**config.mk**
```make
export PLATFORM = sky130hd
export DESIGN_NAME = sar_link_emu
export DESIGN_NICKNAME = d
export VERILOG_FILES = /design/src/rtl/sar_link_pkg.sv /design/src/rtl/sar_link_sync.sv /design/src/rtl/sar_link_frame.sv /design/src/rtl/sar_link_power.sv /design/src/rtl/sar_link_emu.sv
export SDC_FILE = /design/constraint.sdc
export NUM_CORES = 1
export LEC_CHECK = 0
export BUFFER_PORTS_ARGS = -buffer_cell sky130_fd_sc_hd__buf_2
export CORE_ASPECT_RATIO = 2
export CORE_MARGIN = 4
export CORE_UTILIZATION = 45
export DETAILED_ROUTE_END_ITERATION = 8
export GPL_ROUTABILITY_DRIVEN = 0
export PLACE_DENSITY = 0.68
export REMOVE_ABC_BUFFERS = 1
export SYNTH_ARGS = -nofsm -noshare
export SYNTH_HDL_FRONTEND = slang
export SYNTH_SLANG_ARGS = --single-unit
```
**constraint.sdc**
```tcl
create_clock -name clk -period 6.09 [get_ports clk]
set_input_delay 0.3045 -clock clk [delete_from_list [all_inputs] [get_ports clk]]
set_output_delay 0.3045 -clock clk [all_outputs]
set_load 0.01 [all_outputs]
```
**src/rtl/sar_link_pkg.sv**
```systemverilog
package sar_link_pkg;

    // A frame always has sixteen output slots; five bits count them.
    localparam int FRAME_SLOTS = 16;
    localparam int LEAD_ZEROS  = 2;

    typedef logic [4:0] slot_cnt_t;

    localparam slot_cnt_t SLOT_LAST   = 5'd15;
    localparam slot_cnt_t SLOT_DONE   = 5'd16;
    localparam slot_cnt_t SLEEP_FIRST = 5'd2;
    localparam slot_cnt_t SLEEP_LAST  = 5'd9;
    localparam slot_cnt_t WAKE_PRIOR  = 5'd9;   // edge count just before the wake edge

    typedef enum logic [1:0] {
        PWR_ON   = 2'd0,
        PWR_DOWN = 2'd1,
        PWR_WAKE = 2'd2
    } pwr_state_t;

    // Edge events from the host lines, one system clock wide.
    typedef struct packed {
        logic start;   // select fell
        logic stop;    // select rose
        logic fall;    // serial clock fell
        logic rise;    // serial clock rose
    } link_evt_t;

    // Frame outcome events for the power controller.
    typedef struct packed {
        logic end_any;   // frame closed by select rising
        logic end_ok;    // frame closed after conversion completed
        logic sleep_req; // frame closed inside the sleep window
        logic wake_hit;  // frame reached its wake edge
    } frame_evt_t;

    function automatic logic in_sleep_window(slot_cnt_t n);
        return (n >= SLEEP_FIRST) && (n <= SLEEP_LAST);
    endfunction

endpackage

```
**src/rtl/sar_link_sync.sv**
```systemverilog
module sar_link_sync #(
    parameter int N      = 2,
    parameter int STAGES = 2
) (
    input  logic         clk,
    input  logic         rst,
    input  logic [N-1:0] async_in,
    output logic [N-1:0] rise,
    output logic [N-1:0] fall
);
    // Each line gets its own chain; idle level of every host line is high.
    for (genvar g = 0; g < N; g++) begin : g_line
        logic [STAGES:0] chain;

        always_ff @(posedge clk) begin
            if (rst) chain <= '1;
            else     chain <= {chain[STAGES-1:0], async_in[g]};
        end

        assign rise[g] = chain[STAGES-1] & ~chain[STAGES];
        assign fall[g] = ~chain[STAGES-1] & chain[STAGES];
    end
endmodule

```
**src/rtl/sar_link_frame.sv**
```systemverilog
module sar_link_frame
    import sar_link_pkg::*;
#(
    parameter int RES_BITS = 10
) (
    input  logic                clk,
    input  logic                rst,
    input  link_evt_t           ev,
    input  logic [RES_BITS-1:0] sample,
    input  logic                frame_valid,
    output logic                sdo,
    output logic                sdo_oe,
    output frame_evt_t          fe
);
    localparam int        TRAIL     = FRAME_SLOTS - LEAD_ZEROS - RES_BITS;
    localparam slot_cnt_t CONV_EDGE = slot_cnt_t'(RES_BITS + 1);

    logic                   in_frame;
    logic                   conv_done;
    slot_cnt_t              cnt;
    logic [FRAME_SLOTS-1:0] word;
    logic [RES_BITS-1:0]    gated;

    always_comb begin
        gated = frame_valid ? sample : '0;
    end

    always_comb begin
        fe.end_any   = ev.stop && in_frame;
        fe.end_ok    = ev.stop && in_frame && conv_done;
        fe.sleep_req = ev.stop && in_frame && in_sleep_window(cnt);
        fe.wake_hit  = ev.fall && in_frame && !ev.stop && (cnt == WAKE_PRIOR);
    end

    always_ff @(posedge clk) begin
        if (rst) begin
            in_frame  <= 1'b0;
            conv_done <= 1'b0;
            cnt       <= '0;
            word      <= '0;
            sdo       <= 1'b0;
            sdo_oe    <= 1'b0;
        end else if (ev.start) begin
            in_frame  <= 1'b1;
            conv_done <= 1'b0;
            cnt       <= '0;
            word      <= {{LEAD_ZEROS{1'b0}}, gated, {TRAIL{1'b0}}};
            sdo       <= 1'b0;
            sdo_oe    <= 1'b1;
        end else if (ev.stop) begin
            in_frame <= 1'b0;
            sdo_oe   <= 1'b0;
        end else if (in_frame) begin
            if (ev.fall && (cnt < SLOT_DONE)) begin
                cnt  <= cnt + 5'd1;
                word <= word << 1;
                sdo  <= word[FRAME_SLOTS-2];
                if (cnt == SLOT_LAST) sdo_oe <= 1'b0;
            end
            if (ev.rise && (cnt >= CONV_EDGE)) conv_done <= 1'b1;
        end
    end

    // select falling drives a leading zero
    p_start_drive_r2: assert property (@(posedge clk) disable iff (rst)
        ev.start |=> (sdo_oe && !sdo))
        else $error("start of frame did not drive a zero");

    // slots before the last keep the line driven
    p_drive_r3: assert property (@(posedge clk) disable iff (rst)
        (in_frame && ev.fall && !ev.stop && (cnt < SLOT_LAST)) |=> sdo_oe)
        else $error("line released mid frame");

    // sixteenth falling edge releases the line
    p_last_slot_r4: assert property (@(posedge clk) disable iff (rst)
        (in_frame && ev.fall && !ev.stop && (cnt == SLOT_LAST)) |=> !sdo_oe)
        else $error("line still driven after the last slot");

    // slot counter never runs past the frame
    p_slot_sat_r4: assert property (@(posedge clk) disable iff (rst)
        cnt <= SLOT_DONE)
        else $error("slot counter overran");

    // select rising always releases the line
    p_release_r5: assert property (@(posedge clk) disable iff (rst)
        ev.stop |=> !sdo_oe)
        else $error("line driven after select rose");
endmodule

```
**src/rtl/sar_link_power.sv**
```systemverilog
module sar_link_power
    import sar_link_pkg::*;
#(
    parameter int PWRUP_CYCLES = 160
) (
    input  logic       clk,
    input  logic       rst,
    input  frame_evt_t fe,
    output logic       ready,
    output logic       frame_valid
);
    localparam int PW_W = $clog2(PWRUP_CYCLES + 1);

    pwr_state_t      state;
    logic            last_ok;
    logic [PW_W-1:0] wait_cnt;

    always_ff @(posedge clk) begin
        if (rst) begin
            state    <= PWR_ON;
            last_ok  <= 1'b1;
            wait_cnt <= '0;
        end else begin
            unique case (state)
                PWR_ON: begin
                    if (fe.sleep_req)    state   <= PWR_DOWN;
                    else if (fe.end_any) last_ok <= fe.end_ok;
                end
                PWR_DOWN: begin
                    if (fe.wake_hit) begin
                        state    <= PWR_WAKE;
                        wait_cnt <= PW_W'(PWRUP_CYCLES - 1);
                    end
                end
                PWR_WAKE: begin
                    if (fe.sleep_req) begin
                        state <= PWR_DOWN;
                    end else if (wait_cnt == '0) begin
                        state   <= PWR_ON;
                        last_ok <= 1'b1;
                    end else begin
                        wait_cnt <= wait_cnt - 1'b1;
                    end
                end
                default: state <= PWR_ON;
            endcase
        end
    end

    assign ready       = (state == PWR_ON);
    assign frame_valid = ready && last_ok;

    // a release inside the sleep window always sleeps
    p_sleep_entry_r8: assert property (@(posedge clk) disable iff (rst)
        (fe.sleep_req && (state != PWR_DOWN)) |=> (state == PWR_DOWN))
        else $error("sleep window release did not sleep");

    // sleep is left only through the wake edge
    p_stay_down_r9: assert property (@(posedge clk) disable iff (rst)
        ((state == PWR_DOWN) && !fe.wake_hit) |=> (state == PWR_DOWN))
        else $error("left sleep without a wake frame");

    // wake delay is not cut short
    p_wake_hold_r10: assert property (@(posedge clk) disable iff (rst)
        ((state == PWR_WAKE) && (wait_cnt != '0) && !fe.sleep_req) |=> (state == PWR_WAKE))
        else $error("wake delay ended early");

    // ready only comes back through the wake state
    p_ready_path_r10: assert property (@(posedge clk) disable iff (rst)
        $rose(ready) |-> ($past(state) == PWR_WAKE))
        else $error("ready rose without wake-up");

    // an aborted conversion invalidates the next frame
    p_abort_r6: assert property (@(posedge clk) disable iff (rst)
        ((state == PWR_ON) && fe.end_any && !fe.sleep_req && !fe.end_ok) |=> !frame_valid)
        else $error("aborted frame left data marked valid");
endmodule

```
**src/rtl/sar_link_emu.sv**
```systemverilog
module sar_link_emu
    import sar_link_pkg::*;
#(
    parameter int RES_BITS     = 10,
    parameter int PWRUP_CYCLES = 160,
    parameter int SYNC_STAGES  = 2
) (
    input  logic                clk,
    input  logic                rst,
    input  logic                sclk_in,
    input  logic                csn_in,
    input  logic [RES_BITS-1:0] sample_in,
    output logic                sdo,
    output logic                sdo_oe,
    output logic                ready
);
    localparam int LINES   = 2;
    localparam int IDX_SCK = 0;
    localparam int IDX_CS  = 1;

    logic [LINES-1:0] line_rise;
    logic [LINES-1:0] line_fall;
    link_evt_t        ev;
    frame_evt_t       fe;
    logic             frame_valid;

    sar_link_sync #(
        .N      (LINES),
        .STAGES (SYNC_STAGES)
    ) u_sync (
        .clk      (clk),
        .rst      (rst),
        .async_in ({csn_in, sclk_in}),
        .rise     (line_rise),
        .fall     (line_fall)
    );

    always_comb begin
        ev.start = line_fall[IDX_CS];
        ev.stop  = line_rise[IDX_CS];
        ev.fall  = line_fall[IDX_SCK];
        ev.rise  = line_rise[IDX_SCK];
    end

    sar_link_frame #(
        .RES_BITS (RES_BITS)
    ) u_frame (
        .clk         (clk),
        .rst         (rst),
        .ev          (ev),
        .sample      (sample_in),
        .frame_valid (frame_valid),
        .sdo         (sdo),
        .sdo_oe      (sdo_oe),
        .fe          (fe)
    );

    sar_link_power #(
        .PWRUP_CYCLES (PWRUP_CYCLES)
    ) u_power (
        .clk         (clk),
        .rst         (rst),
        .fe          (fe),
        .ready       (ready),
        .frame_valid (frame_valid)
    );

    // out of reset the line is released and the device is powered
    p_reset_state_r1: assert property (@(posedge clk)
        $fell(rst) |-> (!sdo_oe && ready))
        else $error("bad state after reset");
endmodule

```
==> reports/summary.log <==
[sta] slew at the pin with the worst max-slew slack 0.682 ns
[sta] setup tns final 0 ns
[die] initial core utilization 46.3%
[sta] setup-violating endpoint count in the final report 0
[sta] worst slew slack as a fraction of its limit 54.5%
[yosys] combinational family with the most area after synthesis simple AND/OR/NAND/NOR gates
[detailed_routing] detailed router's first-iteration violation count 21
[finish] area delta synth->final 12.7%
[critical_path] critical path endpoint category flip-flop
[yosys] share of async-settable or async-resettable flops after synthesis 0%
[grt] aggregate global-route resource usage 14.7%
[power] overall power of the completed layout 525 uW
[critical_path] CP max FO 15
[run_status] status finished, final reports clean
[power] PwrDens 262 nW/um2
[detailed_routing] post-detailed-route count of antenna-violating nets 0
[detailed_routing] Remaining DRCs 0
[sta] minimum clock period after layout 2.33 ns
[clock_tree] number of buffers on the longest clock path 2
[power] static power due to leakage 0.000760 uW
[finish] ANT cells 0
[yosys] area share of and/or/nand/nor cells after synthesis 26.9%
[clock_tree] number of setup buffers added after CTS 0
[die] horizontal die dimension 52.5 um
[sta] maximum clock frequency 0.430 GHz
[die] overall die area 5080 um2
[clock_tree] number of CTS-inserted buffers 5
[critical_path] slowest library cell on the worst path sky130_fd_sc_hd__a32oi_2
[yosys] Compound-Gate Fraction of Synth Area 17.2%
[die] number of top-level design ports 17
[finish] layout cells sized above 1 21.8%
[yosys] Post-synth EDFFs 0
[sta] unrepaired setup endpoints after global routing false
[sta] final number of hold-violating endpoints 0
[clock_tree] count of H-tree levels built during CTS 2
[die] area of the core 3840 um2
[critical_path] element type at the critical path start flip-flop
[clock_tree] quantity of hold-fixing buffers added after cts 0
[yosys] number of library cell types mapped by synthesis 46
[sta] share of the clock period used by the worst path after layout 38.2%
[grt] maximum number of pins on one net before global-route repair 33
[clock_tree] clock latency on the worst-skew pair 0.29 ns
[critical_path] arrival time worst endpoint 2.50 ns
[yosys] synthesized-area fraction occupied by xor and xnor cells 1.48%
[grt] number of global-route vias before repair 1367
[grt] first-pass GRT wire length 5820 um
[yosys] Most used DFF post-synth sky130_fd_sc_hd__dfxtp_1
[sta] worst hold-check slack 0.188 ns
[hold_path] worst min path class in2reg
[detailed_routing] detailed-router iteration count before antenna repair 3
[yosys] mux contribution to synthesized area 3.52%
[yosys] synthesized netlist cell count 197
[grt] number of antenna violations at the first check in global routing 0
[placed_design] DP Wirelength 2350 um
[yosys] total of warnings raised by yosys 0
[detailed_routing] detailed-route wire length 3300 um
[critical_path] gate family responsible for the most delay along the worst path simple AND/OR/NAND/NOR gates
[detailed_routing] via count 1392
[yosys] post-synthesis adder-cell area fraction 4.22%
[critical_path] Cell Chain, Critical Path inv_1 -> ha_1 -> and4bb_2 -> nand4_4 -> a32oi_2 -> nand4b_1 -> mux2_2
[yosys] number of synthesized register bits 37
[sta] Slew Limit Fails 0
[clock_tree] number of gates resized after cts 0
[placed_design] Port Buf Inserts 16
[clock_tree] clock edge transition at the registers on the reported setup and hold paths 0.08 ns
[run] maxcap violations 0
[power] VDD IR-drop max 0.175 mV
[clock_tree] cell at the root of the clock tree sky130_fd_sc_hd__clkbuf_8
[yosys] summed instance area of the synthesized netlist 1780 um2
[clock_tree] number of clock sinks 37
[yosys] fraction of the yosys area taken by sequential cells 41.6%
[critical_path] type of the worst setup path reg2reg
[critical_path] delay of the slowest cell on the worst path 0.55 ns
[detailed_routing] per-cell routed wire length 12.6 um
[critical_path] Buffers & Inverters on Critical Path 1
[die] FP Rows 32
[detailed_routing] post-DR vias/cell 5.31
[yosys] post-synthesis area per instance 9.03 um2
[finish] total number of nets in the final design 230
[clock_tree] clock tree from TritonCTS done
[sta] Layout Skew 0.0111 ns
[die] die outline height 96.9 um
[finish] Fill cells 402
[grt] grt total ovfl 0
[critical_path] required arrival time at the worst endpoint 6.26 ns
routing by layer:
metal	vias up	GRT usage, %	share of wire, %
li1	720	-	-
met1	652	16.0	43
met2	13	25.1	52
met3	7	3.70	2.5
met4	0	7.09	2.2
met5	-	0	0
cell usage after synthesis, types with 2 or more instances:
master                     instances  share of area (%)
sky130_fd_sc_hd__a211oi_1         14                5.9
sky130_fd_sc_hd__ha_1              6                4.2
sky130_fd_sc_hd__inv_1            10                2.1
sky130_fd_sc_hd__and4bb_2          2                1.4
sky130_fd_sc_hd__nor4_1            2               0.70
sky130_fd_sc_hd__nor2b_1          12                4.2
sky130_fd_sc_hd__a311oi_1          5                2.5
sky130_fd_sc_hd__buf_6             2                1.3
sky130_fd_sc_hd__dfxtp_1          37                 42
sky130_fd_sc_hd__nand2b_1          2               0.70
sky130_fd_sc_hd__a31oi_1           3                1.1
sky130_fd_sc_hd__mux2i_1           4                2.3
sky130_fd_sc_hd__or2_2             7                2.5
sky130_fd_sc_hd__nor3_1            3               0.84
sky130_fd_sc_hd__and3_1            2               0.70
sky130_fd_sc_hd__nand3_1           2               0.56
sky130_fd_sc_hd__nand2_1           6                1.3
sky130_fd_sc_hd__a21oi_1          11                3.1
sky130_fd_sc_hd__xor2_1            2               0.98
sky130_fd_sc_hd__clkbuf_1          7                1.5
sky130_fd_sc_hd__nand4_1           2               0.70
sky130_fd_sc_hd__nor2_1           30                6.3
sky130_fd_sc_hd__mux2_2            2                1.3
sky130_fd_sc_hd__nor3b_1           2               0.84
cell type report:
| cell class | instances | area [um2] | area share [%] |
|---|---|---|---|
| sequential | 37 | 741 | 37.0 |
| timing repair buffer | 16 | 80.1 | 4.00 |
| clock inverter | 3 | 65.1 | 3.25 |
| clock buffer | 5 | 68.8 | 3.43 |
| multi-input combinational | 140 | 948 | 47.3 |
| tap | 51 | 63.8 | 3.18 |
| inverter | 10 | 37.5 | 1.87 |
cell families (layout without fill, tap and decap cells):
logic type	count (synthesis)	count (layout)
and+or+nand+nor	83	83
AOI/OAI and AO/OA	42	42
DFF	37	37
buffers and inverters	20	34
adders and majority gates	6	6
muxes	6	6
xor gates and xnor gates	3	3
worst paths after layout:
kind                                        startpoint                              endpoint  slack (ns)  depth (start not counted)
hold reg to reg   u_sync.g_line[1].chain[0]$_SDFF_PP1_  u_sync.g_line[1].chain[1]$_SDFF_PP1_        0.42                          1
hold / removal                                 sclk_in  u_sync.g_line[0].chain[0]$_SDFF_PP1_        0.19                          2
setup reg to reg  u_sync.g_line[1].chain[2]$_SDFF_PP1_      u_power.wait_cnt[6]$_SDFFE_PP0P_        3.76                          7
setup / recovery  u_sync.g_line[1].chain[2]$_SDFF_PP1_      u_power.wait_cnt[6]$_SDFFE_PP0P_        3.76                          7
registers in the layout (all words and copies together) (netlist names):
name / count
u_frame.cnt: 5
u_power.wait_cnt: 8
u_frame.sdo: 1
u_frame.in_frame: 1
u_power.state: 2
u_frame.sdo_oe: 1
u_frame.conv_done: 1
u_sync.g_line.chain: 6
u_power.last_ok: 1
u_frame.word: 11
through the flow:
step                      instance area (um2)  instances  utilization (%)  worst slack [ns]
final                                    2000        262             52.1              3.76
after global routing                     2000        262             52.1              3.63
after CTS                                2000        262             52.1              3.75
after detailed placement                 1870        254             48.7              3.79
after global placement                   1870        254             48.7              3.84
after floorplan                          1730        187                -              4.02
power by group:
group / switching (uW) / internal, uW
registers: 2.58 / 247
logic: 14.4 / 11.3
clock network: 86.6 / 163
placed cells by master, fill, tap and decap left out, types with 3 or more instances in the layout:
master                     Yosys  final
sky130_fd_sc_hd__a211oi_1     14     14
sky130_fd_sc_hd__a21oi_1      11     11
sky130_fd_sc_hd__a311oi_1      5      5
sky130_fd_sc_hd__a31oi_1       3      3
sky130_fd_sc_hd__buf_2         0     16
sky130_fd_sc_hd__clkbuf_8      0      5
sky130_fd_sc_hd__dfxtp_1      37     37
sky130_fd_sc_hd__ha_1          6      6
sky130_fd_sc_hd__inv_1        10     10
sky130_fd_sc_hd__mux2i_1       4      4
sky130_fd_sc_hd__nand2_1       6      6
sky130_fd_sc_hd__nor2_1       30     30
sky130_fd_sc_hd__nor2b_1      12     12
sky130_fd_sc_hd__nor3_1        3      3
sky130_fd_sc_hd__or2_2         7      7
No activity file was read; power rests on OpenSTA's default activity.
